File: src/rtl/rfsh_pkg.sv
package rfsh_pkg;

   localparam int LEN_W = 4;

   // Refresh cycle length in bus clocks for each 2-bit code
   function automatic logic [LEN_W-1:0] cycle_len(input logic [1:0] code);
      logic [LEN_W-1:0] len;
      case (code)
         2'b00:   len = LEN_W'(8);
         2'b01:   len = LEN_W'(6);
         2'b10:   len = LEN_W'(5);
         default: len = LEN_W'(4);
      endcase
      return len;
   endfunction

endpackage

File: src/rtl/rfsh_prescale.sv
module rfsh_prescale #(
   parameter int PRESCALE = 4
) (
   input  logic clk,
   input  logic rst_n,
   input  logic enable,
   input  logic tick,
   output logic pre_fire
);
   localparam int PC_W = (PRESCALE > 2) ? $clog2(PRESCALE) : 1;
   localparam bit POW2 = (PRESCALE == (1 << PC_W));

   if (PRESCALE < 2) begin : g_bad_prescale
      $error("rfsh_prescale: PRESCALE must be at least 2");
   end

   logic [PC_W-1:0] pc_q;

   if (POW2) begin : g_wrap
      // Power-of-two divide: free wrap of the counter
      assign pre_fire = enable && tick && (&pc_q);
      always_ff @(posedge clk or negedge rst_n) begin
         if (!rst_n)       pc_q <= '0;
         else if (!enable) pc_q <= '0;
         else if (tick)    pc_q <= pc_q + 1'b1;
      end
   end else begin : g_cmp
      // Arbitrary divide: compare and clear
      assign pre_fire = enable && tick && (pc_q == PC_W'(PRESCALE - 1));
      always_ff @(posedge clk or negedge rst_n) begin
         if (!rst_n)        pc_q <= '0;
         else if (!enable)  pc_q <= '0;
         else if (pre_fire) pc_q <= '0;
         else if (tick)     pc_q <= pc_q + 1'b1;
      end
   end

   p_pc_range_r2: assert property (@(posedge clk) disable iff (!rst_n)
      pc_q <= PC_W'(PRESCALE - 1));

   p_pc_held_r3: assert property (@(posedge clk) disable iff (!rst_n)
      !enable |=> pc_q == '0);

endmodule

File: src/rtl/rfsh_period.sv
module rfsh_period #(
   parameter int CNT_W = 8
) (
   input  logic             clk,
   input  logic             rst_n,
   input  logic             enable,
   input  logic             pre_fire,
   input  logic [CNT_W-1:0] limit,
   output logic             period_fire
);
   if (CNT_W < 1) begin : g_bad_width
      $error("rfsh_period: CNT_W must be positive");
   end

   logic [CNT_W-1:0] cnt_q;

   // Up-count avoids a load from the live field at reset
   assign period_fire = enable && pre_fire && (cnt_q >= limit);

   always_ff @(posedge clk or negedge rst_n) begin
      if (!rst_n)           cnt_q <= '0;
      else if (!enable)     cnt_q <= '0;
      else if (period_fire) cnt_q <= '0;
      else if (pre_fire)    cnt_q <= cnt_q + 1'b1;
   end

   p_cnt_cleared_r3: assert property (@(posedge clk) disable iff (!rst_n)
      !enable |=> cnt_q == '0);

   p_fire_restart_r2: assert property (@(posedge clk) disable iff (!rst_n)
      period_fire |=> cnt_q == '0);

endmodule

File: src/rtl/rfsh_pending.sv
module rfsh_pending #(
   parameter int MAX_PEND = 2
) (
   input  logic clk,
   input  logic rst_n,
   input  logic clr,
   input  logic inc,
   input  logic dec,
   output logic any
);
   localparam int PEND_W = $clog2(MAX_PEND + 1);

   if (MAX_PEND < 1) begin : g_bad_depth
      $error("rfsh_pending: MAX_PEND must be at least 1");
   end

   logic [PEND_W-1:0] pend_q;

   assign any = (pend_q != '0);

   always_ff @(posedge clk or negedge rst_n) begin
      if (!rst_n) begin
         pend_q <= '0;
      end else if (clr) begin
         pend_q <= '0;
      end else if (inc && !dec) begin
         if (pend_q != PEND_W'(MAX_PEND)) pend_q <= pend_q + 1'b1;
      end else if (dec && !inc) begin
         pend_q <= pend_q - 1'b1;
      end
   end

   p_no_overflow_r5: assert property (@(posedge clk) disable iff (!rst_n)
      pend_q <= PEND_W'(MAX_PEND));

   p_no_underflow_r5: assert property (@(posedge clk) disable iff (!rst_n)
      dec |-> pend_q != '0);

   p_clear_r3: assert property (@(posedge clk) disable iff (!rst_n)
      clr |=> !any);

endmodule

File: src/rtl/rfsh_strobe_seq.sv
module rfsh_strobe_seq
   import rfsh_pkg::*;
(
   input  logic       clk,
   input  logic       rst_n,
   input  logic       start,
   input  logic [1:0] code,
   output logic       busy,
   output logic       cas_low,
   output logic       ras_low
);
   logic             act_q;
   logic [LEN_W-1:0] step_q;
   logic [LEN_W-1:0] len_q;
   logic             last;

   assign last    = act_q && (step_q == len_q);
   assign busy    = act_q;
   assign cas_low = act_q && !last;
   assign ras_low = act_q && !last && (step_q >= LEN_W'(2));

   // The length is latched at start so a code change mid-cycle has no effect
   always_ff @(posedge clk or negedge rst_n) begin
      if (!rst_n) begin
         act_q  <= 1'b0;
         step_q <= '0;
         len_q  <= '0;
      end else if (!act_q) begin
         if (start) begin
            act_q  <= 1'b1;
            step_q <= LEN_W'(1);
            len_q  <= cycle_len(code);
         end
      end else if (last) begin
         act_q  <= 1'b0;
         step_q <= '0;
      end else begin
         step_q <= step_q + 1'b1;
      end
   end

   p_cas_first_r7: assert property (@(posedge clk) disable iff (!rst_n)
      $rose(busy) |-> cas_low && !ras_low);

   p_ras_after_cas_r7: assert property (@(posedge clk) disable iff (!rst_n)
      $rose(ras_low) |-> $past(cas_low) && cas_low);

   p_release_together_r8: assert property (@(posedge clk) disable iff (!rst_n)
      $fell(cas_low) && busy |-> !ras_low);

   p_release_ends_r8: assert property (@(posedge clk) disable iff (!rst_n)
      busy && !cas_low |=> !busy);

endmodule

File: src/rtl/dram_refresh_gen.sv
module dram_refresh_gen #(
   parameter int CNT_W     = 8,
   parameter int PRESCALE  = 4,
   parameter int MAX_PEND  = 2,
   parameter int NUM_BANKS = 4,
   parameter int NUM_LANES = 4
) (
   input  logic                 clk,
   input  logic                 rst_n,
   input  logic                 xtal_tick,
   input  logic                 refen,
   input  logic [CNT_W-1:0]     rfcnt,
   input  logic [1:0]           rcyc,
   input  logic                 ref_gnt,
   output logic                 ref_req,
   output logic                 ref_busy,
   output logic [NUM_BANKS-1:0] ras_n,
   output logic [NUM_LANES-1:0] cas_n
);
   if (NUM_BANKS < 1 || NUM_LANES < 1) begin : g_bad_fanout
      $error("dram_refresh_gen: NUM_BANKS and NUM_LANES must be positive");
   end

   logic pre_fire;
   logic period_fire;
   logic pend_any;
   logic start;
   logic busy;
   logic cas_low;
   logic ras_low;

   rfsh_prescale #(.PRESCALE(PRESCALE)) u_prescale (
      .clk      (clk),
      .rst_n    (rst_n),
      .enable   (refen),
      .tick     (xtal_tick),
      .pre_fire (pre_fire)
   );

   rfsh_period #(.CNT_W(CNT_W)) u_period (
      .clk         (clk),
      .rst_n       (rst_n),
      .enable      (refen),
      .pre_fire    (pre_fire),
      .limit       (rfcnt),
      .period_fire (period_fire)
   );

   assign ref_req = pend_any && !busy;
   assign start   = ref_req && ref_gnt;

   rfsh_pending #(.MAX_PEND(MAX_PEND)) u_pending (
      .clk   (clk),
      .rst_n (rst_n),
      .clr   (!refen),
      .inc   (period_fire),
      .dec   (start),
      .any   (pend_any)
   );

   rfsh_strobe_seq u_seq (
      .clk     (clk),
      .rst_n   (rst_n),
      .start   (start),
      .code    (rcyc),
      .busy    (busy),
      .cas_low (cas_low),
      .ras_low (ras_low)
   );

   assign ref_busy = busy;

   for (genvar b = 0; b < NUM_BANKS; b++) begin : g_bank
      assign ras_n[b] = !ras_low;
   end

   for (genvar l = 0; l < NUM_LANES; l++) begin : g_lane
      assign cas_n[l] = !cas_low;
   end

   p_req_hold_r4: assert property (@(posedge clk) disable iff (!rst_n)
      ref_req && !ref_gnt && refen |=> ref_req);

   p_off_no_req_r3: assert property (@(posedge clk) disable iff (!rst_n)
      !refen |=> !ref_req);

   p_no_req_busy_r9: assert property (@(posedge clk) disable iff (!rst_n)
      ref_busy |-> !ref_req);

   p_start_r6: assert property (@(posedge clk) disable iff (!rst_n)
      ref_req && ref_gnt |=> ref_busy && cas_n[0] == 1'b0 && ras_n[0] == 1'b1);

   p_lanes_equal_r10: assert property (@(posedge clk) disable iff (!rst_n)
      (ras_n == '0 || ras_n == '1) && (cas_n == '0 || cas_n == '1));

   p_idle_strobes_r1: assert property (@(posedge clk) disable iff (!rst_n)
      !ref_busy |-> ras_n == '1 && cas_n == '1);

endmodule

File: config.mk
export PLATFORM = sky130hd
export DESIGN_NAME = dram_refresh_gen
export DESIGN_NICKNAME = d
export VERILOG_FILES = /design/src/rtl/rfsh_pkg.sv /design/src/rtl/rfsh_prescale.sv /design/src/rtl/rfsh_period.sv /design/src/rtl/rfsh_pending.sv /design/src/rtl/rfsh_strobe_seq.sv /design/src/rtl/dram_refresh_gen.sv
export SDC_FILE = /design/constraint.sdc
export NUM_CORES = 1
export LEC_CHECK = 0
export ABC_AREA = 1
export BUFFER_PORTS_ARGS = -buffer_cell sky130_fd_sc_hd__buf_2
export CAP_MARGIN = 20
export CORE_ASPECT_RATIO = 0.6
export CORE_MARGIN = 1
export CORE_UTILIZATION = 50
export DETAILED_ROUTE_END_ITERATION = 16
export GPL_TIMING_DRIVEN = 0
export PLACE_DENSITY = 0.75
export SLEW_MARGIN = 20
export SYNTH_ARGS = -nofsm -noshare
export SYNTH_HDL_FRONTEND = slang
export SYNTH_SLANG_ARGS = --single-unit
File: constraint.sdc
create_clock -name clk -period 1.5 [get_ports clk]
set_input_delay 0.075 -clock clk [delete_from_list [all_inputs] [get_ports clk]]
set_output_delay 0.075 -clock clk [all_outputs]
set_load 0.05 [all_outputs]
==> results.ini <==
[power_and_ir_drop]
combPwrFrac_pct = 70.3
peakVddDrop_v = 0.00132
p_leak_nw = 1.10
p_switching_mw = 2.04
power.total_mw = 4.34
p_int_mw = 2.30
power_frac_clock_pct = 9.3
p_sw_share_pct = 46.9
pwr_density_cell_nw_per_um2 = 1980
seqPwrFrac_pct = 20.4

[synthesis]
ys_async_sr_fraction_pct = 100
synth.distinct_cells = 32
yosysWarningCount = 0
syn_area_um2 = 1460
syn_nets = 208
synth_cells = 181
synth-edff-count = 0
synth_seq_cells = 21
synthFlopType = dfrtp_1
synth_area_per_cell_um2 = 8.09
seq_area_frac_synth_pct = 35.9

[clocking]
numCtsBuffers = 3
clock_path_buffers = 2
cts_tree = built
clock_latency_ps = 280
cts.sinks = 21
clk_pin_slew_worst_paths_ps = 80
cts-root-buf = clkbuf_8
htreeDepth = 1

[floorplan]
boundaryPins = 25
start_util_pct = 55.3
core_area_um2 = 2650
placementRows = 14
die_w_um = 71.9
dieHeight_um = 43.9
die_area_um2 = 3160

[sta]
fin_ws_ps = -353
setup_viol = 20
relSlewSlack_pct = 66.9
skew_ps = 2.76
slew_violations = 0
fmax_ghz = 0.540
worstMarginPinSlew_ps = 497
period_minus_slack_ps = 1850
rsz0062_at_grt = yes
holdWs_ps = 21.9
fin_crit_sh_pct = 124
hold_viol = 0

[global_route]
grt_pass1_wl_mm = 6.38
grt_pass1_vias = 1390
grt-ovfl-total = 0
grt_max_degree = 22
gr-usage-all-layers_pct = 27.6
antenna_found_initial = 0

[status]
outcome = finished with violations
violations = setup timing

[finish]
final_cell_mix = nand2_1, inv_1, dfrtp_1
syn_to_final_growth_pct = 49.5
utilization_pct = 82.7
layout_commonest_cell = nand2_1
drive_above_1_share_pct = 48.9
n_antenna_cell = 0
nets = 257

[placed_design]
place.gp.congestion = 0.793
place_hpwl_mm = 2.33
port_buffers = 23

[critical_path]
worstPathArrival_ps = 1780
path_max_fanout = 4
cp-end-kind = primary output
r2r_cells = 12
crit_required_ps = 1420
crit_type = reg -> out
start_kind = flip-flop

[detailed_routing]
ant_nets = 0
routed_via_density = 5.50
dr.pass1.iters = 4
wl_mm = 4.75
post-route-drc-count = 0
num_vias = 1480
avgRoutedWirePerCell_um = 17.7
drt_iter0_markers = 111

[run]
cap_viol_max_count = 0

[worst_hold_path]
holdPathStages = 2
hold_path_class = in -> reg

-- flip-flops by register name, summed over array words and instances, names as in the netlist --
name	cells
u_seq.step_q	4
u_period.cnt_q	8
u_seq.busy	1
u_seq.len_q	4
u_pending.pend_q	2
u_prescale.pc_q	2
-- cells by family after synthesis --
kind of cell             after synthesis  synth area share, %
AND/OR/NAND/NOR                       74                 26.3
buffers and inverters                 43                 13.7
AO/OA/AOI/OAI                         24                 9.66
flip-flops                            21                 35.9
adder cells (fa/ha/maj)               12                 10.3
XOR/XNOR                               7                 4.19
-- critical path, stage by stage (launching register included) --
cell	delay, ps
dfrtp_1	420
xnor2_1	220
nand4_1	220
nand2_2	180
buf_12	120
buf_12	100
buf_6	100
buf_8	130
-- metrics by stage --
step	instances	instance area, µm²	setup slack [ps]	setup TNS (ps)
4_1_cts	265	2010	-201	-1650
5_1_grt	269	2190	-445	-5100
3_5_place_dp	244	1680	-185	-1130
2_1_floorplan	181	1510	-183	-550
6_report	269	2190	-353	-3670
3_3_place_gp	244	1680	-109	-751
-- timing repair --
action                                  CTS  global route
pin swaps                                 9            18
resized for setup                        38            34
endpoints found under the hold margin    21             0
hold buffers                              1             0
buffers inserted                         16             5
endpoints found under the setup margin   15            20
-- power groups by stage --
stage	Combinational [mW]	Sequential, mW	Clock, mW
after floorplan	1.64	0.922	0
after global routing	3.21	0.899	0.423
final	3.05	0.887	0.403
after global placement	1.97	0.899	0
after detailed placement	2.02	0.907	0
after CTS	2.92	0.865	0.379
-- path summary, 6_finish.rpt --
path	from	end	slack, ps
min in group asynchronous	rst_n	u_seq.len_q[1]	290
hold reg to reg	u_prescale.pc_q[0]	u_prescale.pc_q[0]	500
setup / recovery	u_seq.len_q[3]	cas_n[1]	-350
max in group asynchronous	rst_n	u_seq.busy	840
setup reg to reg	u_period.cnt_q[3]	u_pending.pend_q[1]	-200
hold / removal	rcyc[1]	u_seq.len_q[1]	20
-- routing by layer --
metal	global-route usage (%)	wire, µm
met4	10.6	204
met1	34.3	1850
met5	0	0
met2	47.2	2320
met3	6.98	372
-- synthesized netlist by cell type (2+ instances only) --
library cell,instances,share of area (%)
nor2_2,2,0.85
o21a_1,2,1.0
nand4_1,3,1.3
o22ai_1,6,2.6
nand3_1,6,2.1
buf_4,7,3.6
inv_1,29,7.4
xor2_1,2,1.2
inv_2,5,1.3
o21ai_0,5,1.7
a21oi_1,7,2.4
nand3_2,2,1.4
nand2_2,4,1.7
dfrtp_1,21,36
nand2_4,3,2.3
ha_1,12,10
nand2_1,38,9.7
nor2_1,9,2.3
xnor2_1,5,3.0
-- layout make-up --
cell class              instances  area (µm²)
multi-input cells             117         952
repair buffers                 44         384
fillers                       132         457
well taps                      40        50.0
clock inverters                 1        5.00
clock buffers                   3        41.3
flip-flops and latches         21         528
inverters                      35         138
plain buffers                   8        90.1
Power figures use the tool's default switching activity.
